**src/rtl/pwr_pkg.sv**
```systemverilog
package pwr_pkg;
   localparam logic [1:0] A_ENABLE = 2'd0;
   localparam logic [1:0] A_STATUS = 2'd1;
   localparam logic [1:0] A_CMD    = 2'd2;
   localparam logic [1:0] A_THRESH = 2'd3;

   localparam int N_RI  = 2;
   localparam int N_SRC = 5;

   // status / wake vector bit positions
   localparam int B_ALARM  = 0;
   localparam int B_RI0    = 1;
   localparam int B_RING   = 3;
   localparam int B_SWITCH = 4;

   // enable register bit positions
   localparam int E_TRAIN = 4;
   localparam int E_FSAFE = 5;
   localparam int EN_W    = 6;
endpackage

```
**src/rtl/pwr_sw_debounce.sv**
```systemverilog
module pwr_sw_debounce #(
   parameter int DEB_TICKS = 16
) (
   input  logic clk,
   input  logic rst_n,
   input  logic tick,
   input  logic raw_n_i,
   output logic press_o
);
   localparam int CW = $clog2(DEB_TICKS + 1);

   if (DEB_TICKS < 2) begin : g_bad_deb
      $error("DEB_TICKS must be at least 2");
   end

   logic          stable_q;
   logic [CW-1:0] cnt_q;
   logic          last_tick;

   assign last_tick = tick && (raw_n_i != stable_q) && (cnt_q == CW'(DEB_TICKS - 1));
   assign press_o   = last_tick && !raw_n_i;

   always_ff @(posedge clk or negedge rst_n) begin
      if (!rst_n) begin
         stable_q <= 1'b1;
         cnt_q    <= '0;
      end else if (raw_n_i == stable_q) begin
         cnt_q <= '0;
      end else if (tick) begin
         if (last_tick) begin
            stable_q <= raw_n_i;
            cnt_q    <= '0;
         end else begin
            cnt_q <= cnt_q + 1'b1;
         end
      end
   end

   p_press_held_r7: assert property (@(posedge clk) disable iff (!rst_n)
      press_o |-> (!raw_n_i && !$past(raw_n_i)));
endmodule

```
**src/rtl/pwr_ring_detect.sv**
```systemverilog
module pwr_ring_detect #(
   parameter int RING_WIN = 64,
   parameter int CW       = 4
) (
   input  logic          clk,
   input  logic          rst_n,
   input  logic          tick,
   input  logic          ring_i,
   input  logic          train_i,
   input  logic [CW-1:0] thresh_i,
   output logic          fire_o
);
   localparam int WW = $clog2(RING_WIN + 1);

   if (RING_WIN < 2) begin : g_bad_win
      $error("RING_WIN must be at least 2");
   end

   logic          ring_q, active_q, rise;
   logic [CW-1:0] cnt_q;
   logic [WW-1:0] win_q;
   logic [CW:0]   need, next_cnt;

   assign rise     = ring_i && !ring_q;
   assign need     = (thresh_i == '0) ? (CW+1)'(1) : {1'b0, thresh_i};
   assign next_cnt = active_q ? ({1'b0, cnt_q} + 1'b1) : (CW+1)'(1);
   assign fire_o   = rise && (!train_i || (next_cnt >= need));

   always_ff @(posedge clk or negedge rst_n) begin
      if (!rst_n) begin
         ring_q   <= 1'b0;
         active_q <= 1'b0;
         cnt_q    <= '0;
         win_q    <= '0;
      end else begin
         ring_q <= ring_i;
         if (rise) begin
            if (fire_o) begin
               active_q <= 1'b0;
               cnt_q    <= '0;
            end else begin
               active_q <= 1'b1;
               cnt_q    <= next_cnt[CW-1:0];
               if (!active_q) win_q <= '0;
            end
         end else if (active_q && tick) begin
            if (win_q == WW'(RING_WIN - 1)) begin
               active_q <= 1'b0;
               cnt_q    <= '0;
            end else begin
               win_q <= win_q + 1'b1;
            end
         end
      end
   end

   p_fire_on_edge_r5: assert property (@(posedge clk) disable iff (!rst_n)
      fire_o |-> (ring_i && !$past(ring_i)));
   p_window_bound_r5: assert property (@(posedge clk) disable iff (!rst_n)
      active_q |-> (win_q < WW'(RING_WIN)));
endmodule

```
**src/rtl/pwr_failsafe.sv**
```systemverilog
module pwr_failsafe #(
   parameter int FS_LIMIT = 1024
) (
   input  logic clk,
   input  logic rst_n,
   input  logic tick,
   input  logic arm_i,
   input  logic ack_i,
   output logic trip_o
);
   localparam int CW = $clog2(FS_LIMIT + 1);

   if (FS_LIMIT < 2) begin : g_bad_fs
      $error("FS_LIMIT must be at least 2");
   end

   logic [CW-1:0] cnt_q;

   assign trip_o = arm_i && !ack_i && tick && (cnt_q == CW'(FS_LIMIT - 1));

   always_ff @(posedge clk or negedge rst_n) begin
      if (!rst_n)               cnt_q <= '0;
      else if (!arm_i || ack_i) cnt_q <= '0;
      else if (tick)            cnt_q <= trip_o ? '0 : cnt_q + 1'b1;
   end

   p_trip_after_arm_r8: assert property (@(posedge clk) disable iff (!rst_n)
      trip_o |-> ($past(arm_i) && !$past(ack_i)));
endmodule

```
**src/rtl/pwr_onoff_ctl.sv**
```systemverilog
module pwr_onoff_ctl
   import pwr_pkg::*;
#(
   parameter int DEB_TICKS = 16,
   parameter int FS_LIMIT  = 1024,
   parameter int RING_WIN  = 64,
   parameter int RING_CW   = 4
) (
   input  logic       clk,
   input  logic       rst_n,
   input  logic       tick,
   input  logic       alarm_i,
   input  logic [1:0] ri_n_i,
   input  logic       ring_i,
   input  logic       switch_n_i,
   input  logic       psave_req_i,
   input  logic       sw_ack_i,
   input  logic       reg_wr_i,
   input  logic [1:0] reg_addr_i,
   input  logic [7:0] reg_wdata_i,
   output logic [7:0] reg_rdata_o,
   output logic       pwr_oe_o,
   output logic       pwr_pin_o
);
   if (RING_CW > 8 || RING_CW < 1) begin : g_bad_cw
      $error("RING_CW must be 1..8");
   end

   logic [EN_W-1:0]    en_q;
   logic [N_SRC-1:0]   stat_q, wake_vec, clr_vec;
   logic [RING_CW-1:0] thr_q;
   logic [N_RI-1:0]    ri_q, ri_fall;
   logic               pwr_q, press, ring_fire, fs_trip, sw_off, wake_any;

   for (genvar i = 0; i < N_RI; i++) begin : g_ri
      always_ff @(posedge clk or negedge rst_n) begin
         if (!rst_n) ri_q[i] <= 1'b1;
         else        ri_q[i] <= ri_n_i[i];
      end
      assign ri_fall[i]          = ri_q[i] && !ri_n_i[i];
      assign wake_vec[B_RI0 + i] = ri_fall[i] && en_q[B_RI0 + i];
   end

   pwr_sw_debounce #(.DEB_TICKS(DEB_TICKS)) u_deb (
      .clk(clk), .rst_n(rst_n), .tick(tick), .raw_n_i(switch_n_i), .press_o(press));

   pwr_ring_detect #(.RING_WIN(RING_WIN), .CW(RING_CW)) u_ring (
      .clk(clk), .rst_n(rst_n), .tick(tick), .ring_i(ring_i),
      .train_i(en_q[E_TRAIN]), .thresh_i(thr_q), .fire_o(ring_fire));

   pwr_failsafe #(.FS_LIMIT(FS_LIMIT)) u_fs (
      .clk(clk), .rst_n(rst_n), .tick(tick),
      .arm_i(pwr_q && en_q[E_FSAFE] && psave_req_i), .ack_i(sw_ack_i), .trip_o(fs_trip));

   assign wake_vec[B_ALARM]  = alarm_i && en_q[B_ALARM];
   assign wake_vec[B_RING]   = ring_fire && en_q[B_RING];
   assign wake_vec[B_SWITCH] = press;
   assign wake_any = !pwr_q && (|wake_vec);
   assign sw_off   = reg_wr_i && (reg_addr_i == A_CMD) && reg_wdata_i[0];
   assign clr_vec  = (reg_wr_i && reg_addr_i == A_STATUS) ? reg_wdata_i[N_SRC-1:0] : '0;

   always_ff @(posedge clk or negedge rst_n) begin
      if (!rst_n) begin
         pwr_q  <= 1'b0;
         en_q   <= '0;
         stat_q <= '0;
         thr_q  <= '0;
      end else begin
         if (wake_any)                               pwr_q <= 1'b1;
         else if (pwr_q && (press || fs_trip || sw_off)) pwr_q <= 1'b0;
         stat_q <= (stat_q & ~clr_vec) | (wake_any ? wake_vec : '0);
         if (reg_wr_i && reg_addr_i == A_ENABLE) en_q  <= reg_wdata_i[EN_W-1:0];
         if (reg_wr_i && reg_addr_i == A_THRESH) thr_q <= reg_wdata_i[RING_CW-1:0];
      end
   end

   always_comb begin
      unique case (reg_addr_i)
         A_ENABLE: reg_rdata_o = 8'(en_q);
         A_STATUS: reg_rdata_o = {pwr_q, 2'b00, stat_q};
         A_THRESH: reg_rdata_o = 8'(thr_q);
         default:  reg_rdata_o = 8'h00;
      endcase
   end

   assign pwr_oe_o  = pwr_q;
   assign pwr_pin_o = 1'b0;

   p_wake_turns_on_r6: assert property (@(posedge clk) disable iff (!rst_n)
      (!pwr_oe_o && (|wake_vec)) |=> pwr_oe_o);
   p_sw_off_r9: assert property (@(posedge clk) disable iff (!rst_n)
      (pwr_oe_o && sw_off) |=> !pwr_oe_o);
   p_status_hold_on_r6: assert property (@(posedge clk) disable iff (!rst_n)
      (pwr_oe_o && !(reg_wr_i && reg_addr_i == A_STATUS)) |=> $stable(stat_q));
   p_status_w1c_r10: assert property (@(posedge clk) disable iff (!rst_n)
      ((reg_wr_i && reg_addr_i == A_STATUS) && !wake_any)
      |=> ((stat_q & $past(reg_wdata_i[N_SRC-1:0])) == '0));
endmodule

```
**config.mk**
```make
export PLATFORM = sky130hd
export DESIGN_NAME = pwr_onoff_ctl
export DESIGN_NICKNAME = d
export VERILOG_FILES = /design/src/rtl/pwr_pkg.sv /design/src/rtl/pwr_sw_debounce.sv /design/src/rtl/pwr_ring_detect.sv /design/src/rtl/pwr_failsafe.sv /design/src/rtl/pwr_onoff_ctl.sv
export SDC_FILE = /design/constraint.sdc
export NUM_CORES = 1
export LEC_CHECK = 0
export BUFFER_PORTS_ARGS = -buffer_cell sky130_fd_sc_hd__buf_2
export CAP_MARGIN = 20
export CORE_MARGIN = 10
export CORE_UTILIZATION = 58
export DETAILED_ROUTE_END_ITERATION = 12
export PLACE_DENSITY = 0.79
export SYNTH_ARGS = -nofsm -noshare
export SYNTH_HDL_FRONTEND = slang
export SYNTH_SLANG_ARGS = --single-unit
```
**constraint.sdc**
```tcl
create_clock -name clk -period 2.45 [get_ports clk]
set_clock_uncertainty 0.15 [all_clocks]
set_input_delay 0.1225 -clock clk [delete_from_list [all_inputs] [get_ports clk]]
set_output_delay 0.1225 -clock clk [all_outputs]
set_load 0.005 [all_outputs]
```
# == Yosys cells after proc, flatten, opt, wreduce, memory -nomap -nowiden ==
# Index checks and enable logic that the tools add are counted.
# word_totals
word_cells,106
output_inout_bits,10
ff_bits,48
inputBits,21
# classes
eq_ne,11
n_addsub,4
n_reduce_logical,47
n_lt_le_gt_ge,1
bitwise,4
muxes,26
# op_table
op,n
7-bit 2-to-1 mux,5
11-bit 2-to-1 mux,3
5-bit 2-to-1 mux,6
1-bit logical AND,24
8-bit one-hot mux with 3 select lines,1
4-bit 2-to-1 mux,5
"11-bit by 1-bit adder with 11-bit output, second input constant",1
"11-bit by 10-bit equality test with 1-bit output, second input constant",1
2-bit nonzero test,5
1-bit logical NOT,8
"7-bit by 1-bit adder with 7-bit output, second input constant",1
"7-bit by 6-bit equality test with 1-bit output, second input constant",1
1-bit 2-to-1 mux,6
"4-bit by 1-bit adder with 5-bit output, second input constant",1
"5-bit by 1-bit adder with 5-bit output, second input constant",1
5-bit bitwise AND,1
"5-bit by 4-bit equality test with 1-bit output, second input constant",1
5-bit greater-or-equal comparator,1
5-bit inverter,1
5-bit bitwise OR,1
5-bit OR reduction,1
"2-bit equality test, second input constant",2
4-bit logical NOT,1
1-bit logical OR,4
10 further kinds,11

# == Longest topological paths before layout ==
# Gate-level depths: netlist of run 1.
# depth
word_depth,10
mapped_depth,8

# == Modules after synthesis ==
# From an unflattened synthesis of run 1, not the netlist that was laid out.
# unflattened
hier_cells,259
hier_area_um2,2671.3
# modules_own_cells
mod,area_each_um2,instances,seq_area_each_um2,cells_per_inst
pwr_onoff_ctl,915.9,1,452.9,79
pwr_ring_detect,852.1,1,325.3,90
pwr_failsafe,598.1,1,275.3,61
pwr_sw_debounce,305.3,1,151.4,29

# == Worst setup path before layout of run 1 ==
# OpenSTA, ideal clock, no wires.
# synth_path
kind,register -> register
startpoint,register u_ring.cnt_q[0]
endpoint,register u_ring.win_q[5]
setup_ns,0.139
t_required_ns,2.161
t_arrival_ns,1.885
period_less_slack_ns,2.175
stages_incl_launch_ff,9
setup_slack_ns,0.275
path_cell_list,dfrtp_1 ha_1 xor2_1 and2_1 ha_1 o21ai_0 nand2_1 a211oi_2 o211ai_1
# synth_via
elab_chain_cells,7
# synth_lines
element,line,rtl
from (decl),pwr_ring_detect.sv:20,logic [CW-1:0] cnt_q;
from (signal assigned),pwr_ring_detect.sv:43,cnt_q <= next_cnt[CW-1:0];
4-bit by 1-bit adder with 5-bit output,pwr_ring_detect.sv:26,"assign next_cnt = active_q ? ({1'b0, cnt_q} + 1'b1) : (CW+1)'(1);"
5-bit 2-to-1 mux,pwr_ring_detect.sv:26,
5-bit greater-or-equal comparator,pwr_ring_detect.sv:27,assign fire_o = rise && (!train_i || (next_cnt >= need));
1-bit logical OR,pwr_ring_detect.sv:27,
1-bit logical AND,pwr_ring_detect.sv:27,
2-bit inequality test (no line),n/a,
4-bit AND reduction (no line),n/a,
to (signal assigned),pwr_ring_detect.sv:51,win_q <= win_q + 1'b1;
to (decl),pwr_ring_detect.sv:21,logic [WW-1:0] win_q;
# No other way between the ends.
# A chain may end at the register's enable or synchronous reset.

# == Worst setup path in the final report of run 1 ==
# Same ends and word-level chain as after synthesis.

==> flow_metrics.tcl, run 1 <==
set metrics [dict create \
    setup_slack_ns 0.180 \
    synth.area.top_cells "dfrtp_1, o21ai_0, mux2_2" \
    ys_types 53 \
    cap_violations 0 \
    cts_max_level 2 \
    cpMostUsedCell "ha_1" \
    worstMarginPinSlew_ns 0.578 \
    via_per_inst 5.81 \
    async_flop_share_pct 100 \
    synth_compound_area_share_pct 14.4 \
    drt_pass1_iterations 4 \
    coreArea_mm2 0.00435 \
    drive_gt1_share_pct 20.3 \
    synth-seq-cells 48 \
    num_vias 2051 \
    numCtsBuffers 5 \
    startpoint_type "flip-flop" \
    synth_edf_count 0 \
    totalWireLength_um 5400 \
    grt_pass1_vias 2071 \
    fin_nets 329 \
    dp_hpwl_um 3890 \
    yosysTopAreaCellShare_pct 43.0 \
    synth_xor_area_share_pct 2.68 \
    std_cell_rows 24 \
    syn_to_final_growth_pct 14.7 \
    cts_sinks 48 \
    clockBufferDepth 2 \
    initial_core_util_pct 60.1 \
    port-buffer-count 26 \
    yosysMostFrequentCell "dfrtp_1" \
    antenna_found_initial 0 \
    clock_latency_ns 0.31 \
    grt_start_max_net_pins 20 \
    drc_errors 0 \
    critPathKind "reg -> reg" \
    slowest_stage "dfrtp_1" \
    rsz0062_at_grt "no" \
    setup_tns_ns 0 \
    postRouteAntennaNets 0 \
    wl_per_cell_um 15.3 \
    cp-end-kind "flip-flop" \
    design.die.area_mm2 0.00760 \
    synth_common_cells "dfrtp_1, nand2_1, o21ai_0" \
    fin_crit_sh_pct 92.7 \
    power.leakage_uw 0.00137 \
    multiInputGateArea_mm2 0.00133 \
    finalHoldViolations 0 \
    cts_setup_buffers 0 \
    path_buf_inv 1 \
    grt_util_all_layers_pct 15.0 \
    drtIter0Drc 93 \
    path_clk_slew_ns 0.10 \
    required_ns 2.48 \
    cts_root_buf "clkbuf_8" \
    synth-simple-area-share_pct 22.1 \
    synth_top_family_by_area "simple AND/OR/NAND/NOR gates" \
    synth_fa_ha_area_share_pct 3.82 \
    ys_seq_area_share_pct 46.0 \
    holdCritPathClass "in -> reg" \
    die_x_um 87.2 \
    fmax_mhz 440 \
    slowest_delay_ns 0.42 \
    regArea_mm2 0.00120 \
    n_fill_cell 351 \
    p_per_area_mw_per_mm2 650 \
    dp_slack_ns 0.130 \
    critPathMaxFanout 7 \
    n_antenna_cell 0 \
    muxShareOfSynthArea_pct 7.36 \
    syn_avg_cell_area_um2 10.0 \
    chipHeight_um 87.2 \
    ios 31 \
    relSlewSlack_pct 61.3 \
    grt_overflow 0 \
    slew_violations 0 \
    routabilityCongestion 0.821 \
    power_uw 1950 \
    ir_drop_v 0.000416 \
    ys_warn_count 0 \
    yosys.area.top_type "dfrtp_1" \
    cp_cell_sequence "ha_1 -> xor2_1 -> and2_1 -> ha_1 -> o21ai_1 -> nand2_1 -> a211oi_2 -> buf_4 -> o211ai_1" \
    syn_area_mm2 0.00262 \
    crit_family "adder cells" \
    synth_cells 261 \
    grt_pass1_wl_um 9450 \
    setup_violations 0 \
    ys.flop_type "dfrtp_1" \
    outcome "completed" \
    cts_tree "done" \
    timing.final.crit_period_ns 2.27 \
    cp.arrival_ns 2.30 \
]
## through the flow
stage | hold slack (ns) | std cells | util [%] | cell area, um2
floorplan | -0.323 | 262 | - | 2620
global placement | -0.0745 | 333 | 64.0 | 2790
detailed placement | -0.0702 | 333 | 64.0 | 2790
CTS | 0.0369 | 353 | 68.9 | 3000
global route | 0.0899 | 353 | 69.0 | 3000
finish | 0.0471 | 353 | 69.0 | 3000
## per-layer routing
metal	up-vias	routed length, um	GRT usage, %	part of all wire [%]
met3	4	235	4.31	4.4
li1	1033	-	-	-
met5	-	0	0	0
met1	990	2460	18.1	46
met2	24	2660	25.3	49
met4	0	40	4.35	0.74
## worst min-delay path: cells and delay by family
kind / cells / cell delay, ns
AND/OR/NAND/NOR: 1 / 0.09
AO/OA/AOI/OAI: 2 / 0.15
buffers and inverters: 1 / 0.11
## logic make-up after synthesis
group	count (synthesis)
xor+xnor	8
flops	48
fa+ha+maj	8
simple gates	100
other cells	1
mux	18
compound gates	59
buf+inv	19
## final cells by class
type                       instances  share of cell area, %
sequential                        48                   40.1
multi-input combinational        195                   44.3
inverter                           8                   1.00
tap                               52                   2.17
timing repair buffer              42                   9.33
clock inverter                     3                  0.792
clock buffer                       5                   2.29
## registers in the layout, indices dropped and copies added, names as in the netlist
name,count
u_ring.active_q,1
en_q,6
ri_q,2
u_deb.cnt_q,5
u_fs.cnt_q,11
u_deb.stable_q,1
u_ring.win_q,7
thr_q,4
stat_q,5
u_ring.ring_q,1
pwr_oe_o,1
u_ring.cnt_q,4
## timing repair
item / CTS / global route
endpoints found under the hold margin: 50 / 0
endpoints found under the setup margin: 0 / 7
hold buffers: 12 / 0
gates resized for setup: 0 / 2
## worst paths after layout
kind                                 start  depth (start not counted)              end  slack (ns)
max                        u_ring.cnt_q[0]                          9  u_ring.win_q[5]        0.18
min                               reg_wr_i                          4         pwr_oe_o        0.05
max reg2reg                u_ring.cnt_q[0]                          9  u_ring.win_q[5]        0.18
min reg2reg                  u_fs.cnt_q[9]                          1    u_fs.cnt_q[9]        0.32
max in group asynchronous            rst_n                          3          ri_q[1]        1.39
min in group asynchronous            rst_n                          2    u_ring.ring_q        0.13
## power breakdown
group	internal [uW]	switching [uW]
registers	905	105
clock network	203	287
logic	215	236
total	1320	629
## cell usage in the layout (no fill, tap or decap), drive strengths merged, types with 6 or more instances in the layout
cell / count
ha: 8
nand3: 18
and2: 6
a21oi: 6
nor2: 14
nand4: 7
inv: 8
nand2: 26
dlygate4sd3: 12
mux2: 10
mux2i: 8
dfrtp: 45
o21ai: 26
buf: 30
Power figures use the tool's default switching activity.
==> run 2: changes to the inputs <==
- ABC_AREA: unset -> 1
- CAP_MARGIN: 20 -> 10
==> run 2 against run 1 <==
Area after synthesis decreased by 0.76%. Maximum frequency increased by 4.6%. Clock power increased by 19%.
==> flow_metrics.tcl, run 2 <==
set metrics [dict create \
    outcome "completed" \
    grt_util_all_layers_pct 15.2 \
    dpl-instance-area_mm2 0.00278 \
    fin_nets 408 \
    drive_gt1_share_pct 13.9 \
    ys_seq_area_share_pct 46.4 \
    setup_tns_ns 0 \
    initial_core_util_pct 59.7 \
    clockBufferDepth 2 \
    slew_violations 0 \
    cts_tree "done" \
    yosysTopAreaCellShare_pct 43.3 \
    synth_common_cells "nand2_1, inv_1, dfrtp_1" \
    cp.arrival_ns 2.23 \
    final_common_cell "nand2_1" \
    syn_to_final_growth_pct 17.0 \
    n_fill_cell 352 \
    drc_errors 0 \
    final_cell_area_mm2 0.00304 \
    utilization_pct 69.8 \
    critPathKind "reg -> reg" \
    synth_cells 333 \
    relSlewSlack_pct 58.1 \
    yosys.area.top_type "dfrtp_1" \
    cap_violations 0 \
    busiest_layer "met2" \
    critPathMaxFanout 8 \
    largest_reg_flops 11 \
    fin_crit_sh_pct 88.6 \
    ys_warn_count 0 \
    synth_edf_count 0 \
    power.leakage_uw 0.00155 \
    dp_hpwl_um 4040 \
    grt_pass1_wl_um 9520 \
    antenna_found_initial 0 \
    rsz0062_at_grt "no" \
    port-buffer-count 26 \
    async_flop_share_pct 100 \
    postRouteAntennaNets 0 \
    met3_usage_pct 3.28 \
    std_cell_rows 24 \
    syn_area_mm2 0.00260 \
    ios 31 \
    grt_pass1_vias 2247 \
    met1_usage_pct 17.5 \
    n_antenna_cell 0 \
    cts_max_level 2 \
    finalHoldViolations 0 \
    met2_usage_pct 27.0 \
    cpMostUsedCell "nand2_1" \
    fmax_mhz 461 \
    drt_pass1_iterations 4 \
    numCtsBuffers 5 \
    clock_latency_ns 0.31 \
    synth-seq-cells 48 \
    largest_registers "u_fs.cnt_q x11, u_ring.win_q x7, en_q x6" \
    path_buf_inv 1 \
    ir_drop_v 0.000467 \
    cts_root_buf "clkbuf_8" \
    grt_overflow 0 \
    required_ns 2.51 \
    wl_per_cell_um 12.8 \
    worstMarginPinSlew_ns 0.626 \
    totalWireLength_um 5530 \
    slowest_delay_ns 0.42 \
    holdCritPathClass "in -> reg" \
    grt_start_max_net_pins 21 \
    routabilityCongestion 0.849 \
    cp-end-kind "flip-flop" \
    ys.flop_type "dfrtp_1" \
    multiInputGateArea_mm2 0.00119 \
    regArea_mm2 0.00120 \
    slowest_stage "dfrtp_1" \
    cp_cell_sequence "ha_1 -> nand2_1 -> inv_1 -> ha_1 -> nand2_1 -> nand2_1 -> nand2_1 -> nand2_1 -> nand2_1 -> nand3_2 -> nand2_4 -> nand2_4 -> nand2_1 -> nand2_1" \
    setup_violations 0 \
    yosysMostFrequentCell "nand2_1" \
    final_cell_mix "nand2_1, inv_1, dfrtp_1" \
    chipHeight_um 86.9 \
    die_x_um 86.9 \
    synth.area.top_cells "dfrtp_1, nand2_1, inv_1" \
    startpoint_type "flip-flop" \
    crit_family "simple AND/OR/NAND/NOR gates" \
    syn_avg_cell_area_um2 7.80 \
    regMostFlops "u_fs.cnt_q" \
    via_per_inst 5.21 \
    power_uw 2020 \
    path_clk_slew_ns 0.09 \
    ys_types 35 \
    coreArea_mm2 0.00435 \
    cts_sinks 48 \
    drtIter0Drc 158 \
    num_vias 2251 \
    timing.final.crit_period_ns 2.17 \
    p_per_area_mw_per_mm2 665 \
    design.die.area_mm2 0.00756 \
]
==> run 2: per-stage QoR <==
| stage | setup slack (ns) | hold slack, ns | instances |
|---|---|---|---|
| floorplan | 0.413 | -0.323 | 334 |
| global placement | 0.236 | -0.104 | 410 |
| detailed placement | 0.215 | -0.0978 | 410 |
| CTS | 0.197 | 0.0547 | 432 |
| global route | 0.0723 | 0.0900 | 432 |
| finish | 0.278 | 0.0513 | 432 |
==> run 2: layer usage <==
layer  vias up  wire length, um
met5         -                0
met4         0               79
met3        10              233
met2        38             2660
met1      1056             2550
li1       1147                -
==> run 2: cell families (layout without fill, tap and decap cells) <==
kind of cell             Yosys count  in the layout  share of synthesized area (%)
XOR/XNOR                          11             11                           3.71
AND/OR/NAND/NOR                  165            165                           27.3
flip-flops                        48             48                           46.4
other                              1              2                          0.144
adder cells (fa/ha/maj)            8              8                           3.85
AO/OA/AOI/OAI                     48             48                           10.4
buffers and inverters             52             98                           8.18
==> run 2: final cells by class <==
class                      count  share of cell area, %
clock inverter                 3                   1.40
timing repair buffer          43                   9.63
inverter                      47                   5.80
clock buffer                   5                   2.26
multi-input combinational    234                   39.1
tap                           52                   2.14
sequential                    48                   39.6
==> run 2: worst paths after layout <==
path,start,endpoint,slack [ns],cells after the start
min in group asynchronous,rst_n,u_ring.cnt_q[0],0.09,2
max in group asynchronous,rst_n,u_deb.stable_q,1.46,3
hold reg to reg,thr_q[1],thr_q[1],0.34,2
hold / removal,reg_wr_i,pwr_oe_o,0.05,4
setup / recovery,u_ring.cnt_q[0],u_ring.win_q[6],0.28,14
setup reg to reg,u_ring.cnt_q[0],u_ring.win_q[6],0.28,14
==> run 2: worst register-to-register path, stage by stage, from the launching register on <==
cell     delay [ns]
dfrtp_1        0.42
ha_1           0.30
nand2_1        0.07
inv_1          0.05
ha_1           0.28
nand2_1        0.06
nand2_1        0.04
nand2_1        0.05
nand2_1        0.04
nand2_1        0.08
nand3_2        0.15
nand2_4        0.16
nand2_4        0.09
nand2_1        0.08
nand2_1        0.05
==> run 2: timing repair <==
item | in CTS | in global routing
endpoints found under the setup margin | 0 | 1
hold endpoints to repair | 66 | 0
buffers inserted | 0 | 0
resized for setup | 0 | 1
hold buffers | 14 | 0
==> run 2: where the power goes <==
group,internal [uW],switching [uW],total [uW]
sequential,910,93.7,1000
clock,302,281,584
combinational,180,254,434
total,1390,629,2020
==> run 3: changes to the inputs <==
- GPL_ROUTABILITY_DRIVEN: unset -> 0
- PLACE_DENSITY: 0.79 -> 0.87
==> run 3 against run 2 <==
First-iteration DRC count shrank 42%. Sequential cell count is the same. Die area is the same. Sequential share of layout area grew 0.28 points. Routed wire length grew 1.5%. Via count shrank 0.49%. Register-to-register slack is essentially flat. Non-clock buffer count is the same. Largest power group unchanged. Critical path depth is the same. Maximum frequency is essentially flat. Design area shrank 0.70%.
==> flow_metrics.tcl, run 3 (synthesized netlist as in run 2, its figures left out) <==
set metrics [dict create \
    largest_registers "u_fs.cnt_q x11, u_ring.win_q x7, en_q x6" \
    reg2reg_depth 14 \
    postRouteAntennaNets 0 \
    startpoint_type "flip-flop" \
    antenna_found_initial 0 \
    clockBufferDepth 2 \
    drt_pass1_iterations 4 \
    critPathKind "reg -> reg" \
    cap_violations 0 \
    regMostFlops "u_fs.cnt_q" \
    fmax_mhz 460 \
    coreArea_mm2 0.00435 \
    power.leakage_uw 0.00154 \
    cp-end-kind "flip-flop" \
    largest_reg_flops 11 \
    ir_drop_v 0.000496 \
    cpMostUsedCell "nand2_1" \
    cp_cell_sequence "ha_1 -> nand2_1 -> inv_1 -> ha_1 -> nand2_1 -> nand2_1 -> nand2_1 -> nand2_1 -> nand2_1 -> nand3_2 -> nand2_4 -> nand2_4 -> nand2_1 -> nand2_1" \
    port-buffer-count 26 \
    cp.arrival_ns 2.22 \
    ff2ff_setup_slack_ns 0.28 \
    required_ns 2.50 \
    outcome "completed" \
    holdCritPathClass "in -> reg" \
    numCtsBuffers 5 \
    totalWireLength_um 5610 \
    p_per_area_mw_per_mm2 637 \
    dp_slack_ns 0.223 \
    final_cell_mix "nand2_1, inv_1, dfrtp_1" \
    setup_slack_ns 0.277 \
    clock_latency_ns 0.30 \
    multiInputGateArea_mm2 0.00119 \
    cts_tree "done" \
    chipHeight_um 86.9 \
    slowest_delay_ns 0.41 \
    path_clk_slew_ns 0.08 \
    r2r-start "u_ring.cnt_q[0]" \
    slowest_stage "dfrtp_1" \
    n_fill_cell 319 \
    dp_hpwl_um 4130 \
    finalHoldViolations 0 \
    ios 31 \
    min_path_cells 5 \
    final_common_cell "nand2_1" \
    grt_pass1_vias 2237 \
    grt_overflow 0 \
    r2r-end "u_ring.win_q[0]" \
    n_antenna_cell 0 \
    cp.depth 14 \
    setup_violations 0 \
    grt_start_max_net_pins 31 \
    die_x_um 86.9 \
    regArea_mm2 0.00120 \
    timing.final.crit_period_ns 2.17 \
    slew_violations 0 \
    fin_crit_sh_pct 88.7 \
    path_buf_inv 1 \
    critPathMaxFanout 8 \
    relSlewSlack_pct 56.2 \
    cts_max_level 2 \
    setup_tns_ns 0 \
    std_cell_rows 24 \
    design.die.area_mm2 0.00756 \
    worstMarginPinSlew_ns 0.657 \
    worstSetupStartpoint "u_ring.cnt_q[0]" \
    grt_util_all_layers_pct 15.8 \
    cts_sinks 48 \
    initial_core_util_pct 59.7 \
    rsz0062_at_grt "no" \
    num_vias 2240 \
    drtIter0Drc 91 \
    critPathCapture "u_ring.win_q[0]" \
    drc_errors 0 \
    wl_per_cell_um 13.0 \
    syn_to_final_growth_pct 16.2 \
    crit_family "simple AND/OR/NAND/NOR gates" \
    grt_pass1_wl_um 9780 \
    via_per_inst 5.19 \
    drive_gt1_share_pct 13.4 \
    cts_root_buf "clkbuf_8" \
    fin_nets 408 \
]
[run 3: worst min-delay path by stage]
stage               start              end  slack, ns
2_1_floorplan       rst_n          en_q[0]      -0.32
3_3_place_gp        rst_n  u_ring.cnt_q[2]       0.04
3_5_place_dp        rst_n  u_ring.cnt_q[2]       0.05
4_1_cts        switch_n_i   u_deb.stable_q       0.06
5_1_grt          reg_wr_i         pwr_oe_o       0.10
6_report       switch_n_i   u_deb.stable_q       0.07
[run 3: what timing repair did]
action | in CTS | in global routing
buffers inserted | 0 | 0
endpoints found under the setup margin | 0 | 2
endpoints found under the hold margin | 45 | 0
hold buffers | 14 | 0
resized for setup | 0 | 1
[run 3: cell type report]
| type | count | area share, % |
|---|---|---|
| Sequential cell | 48 | 39.9 |
| Multi-Input combinational cell | 234 | 39.4 |
| Timing Repair Buffer | 43 | 9.70 |
| Inverter | 47 | 5.84 |
| Clock buffer | 8 | 2.98 |
| Tap cell | 52 | 2.15 |
[run 3: power breakdown]
| part | internal (uW) | switching (uW) |
|---|---|---|
| logic | 180 | 253 |
| registers | 910 | 98.5 |
| clock network | 230 | 252 |
| total | 1320 | 603 |
[run 3: per-layer routing]
| layer | up-vias | track usage, % | part of all wire [%] |
|---|---|---|---|
| met2 | 56 | 26.6 | 49 |
| met3 | 7 | 4.68 | 6.3 |
| li1 | 1143 | - | - |
| met4 | 0 | 5.60 | 1.4 |
| met5 | - | 0 | 0 |
| met1 | 1034 | 18.7 | 44 |
[run 3: metrics by stage]
step / utilization (%) / std cells / instance area (um2) / hold slack, ns / power, uW
4_1_cts: 69.2 / 432 / 3010 / 0.0561 / 1930
5_1_grt: 69.3 / 432 / 3020 / 0.104 / 2050
3_5_place_dp: 63.9 / 410 / 2780 / 0.0465 / 1430
3_3_place_gp: 63.9 / 410 / 2780 / 0.0425 / 1410
6_report: 69.3 / 432 / 3020 / 0.0680 / 1920
2_1_floorplan: - / 334 / 2600 / -0.323 / 1290
[run 3: tightest hold or removal path, cell delays in order]
cell and delay [ns]:
buf_2 0.11, inv_1 0.06, nand2_1 0.09, inv_1 0.09, nor2_1 0.05
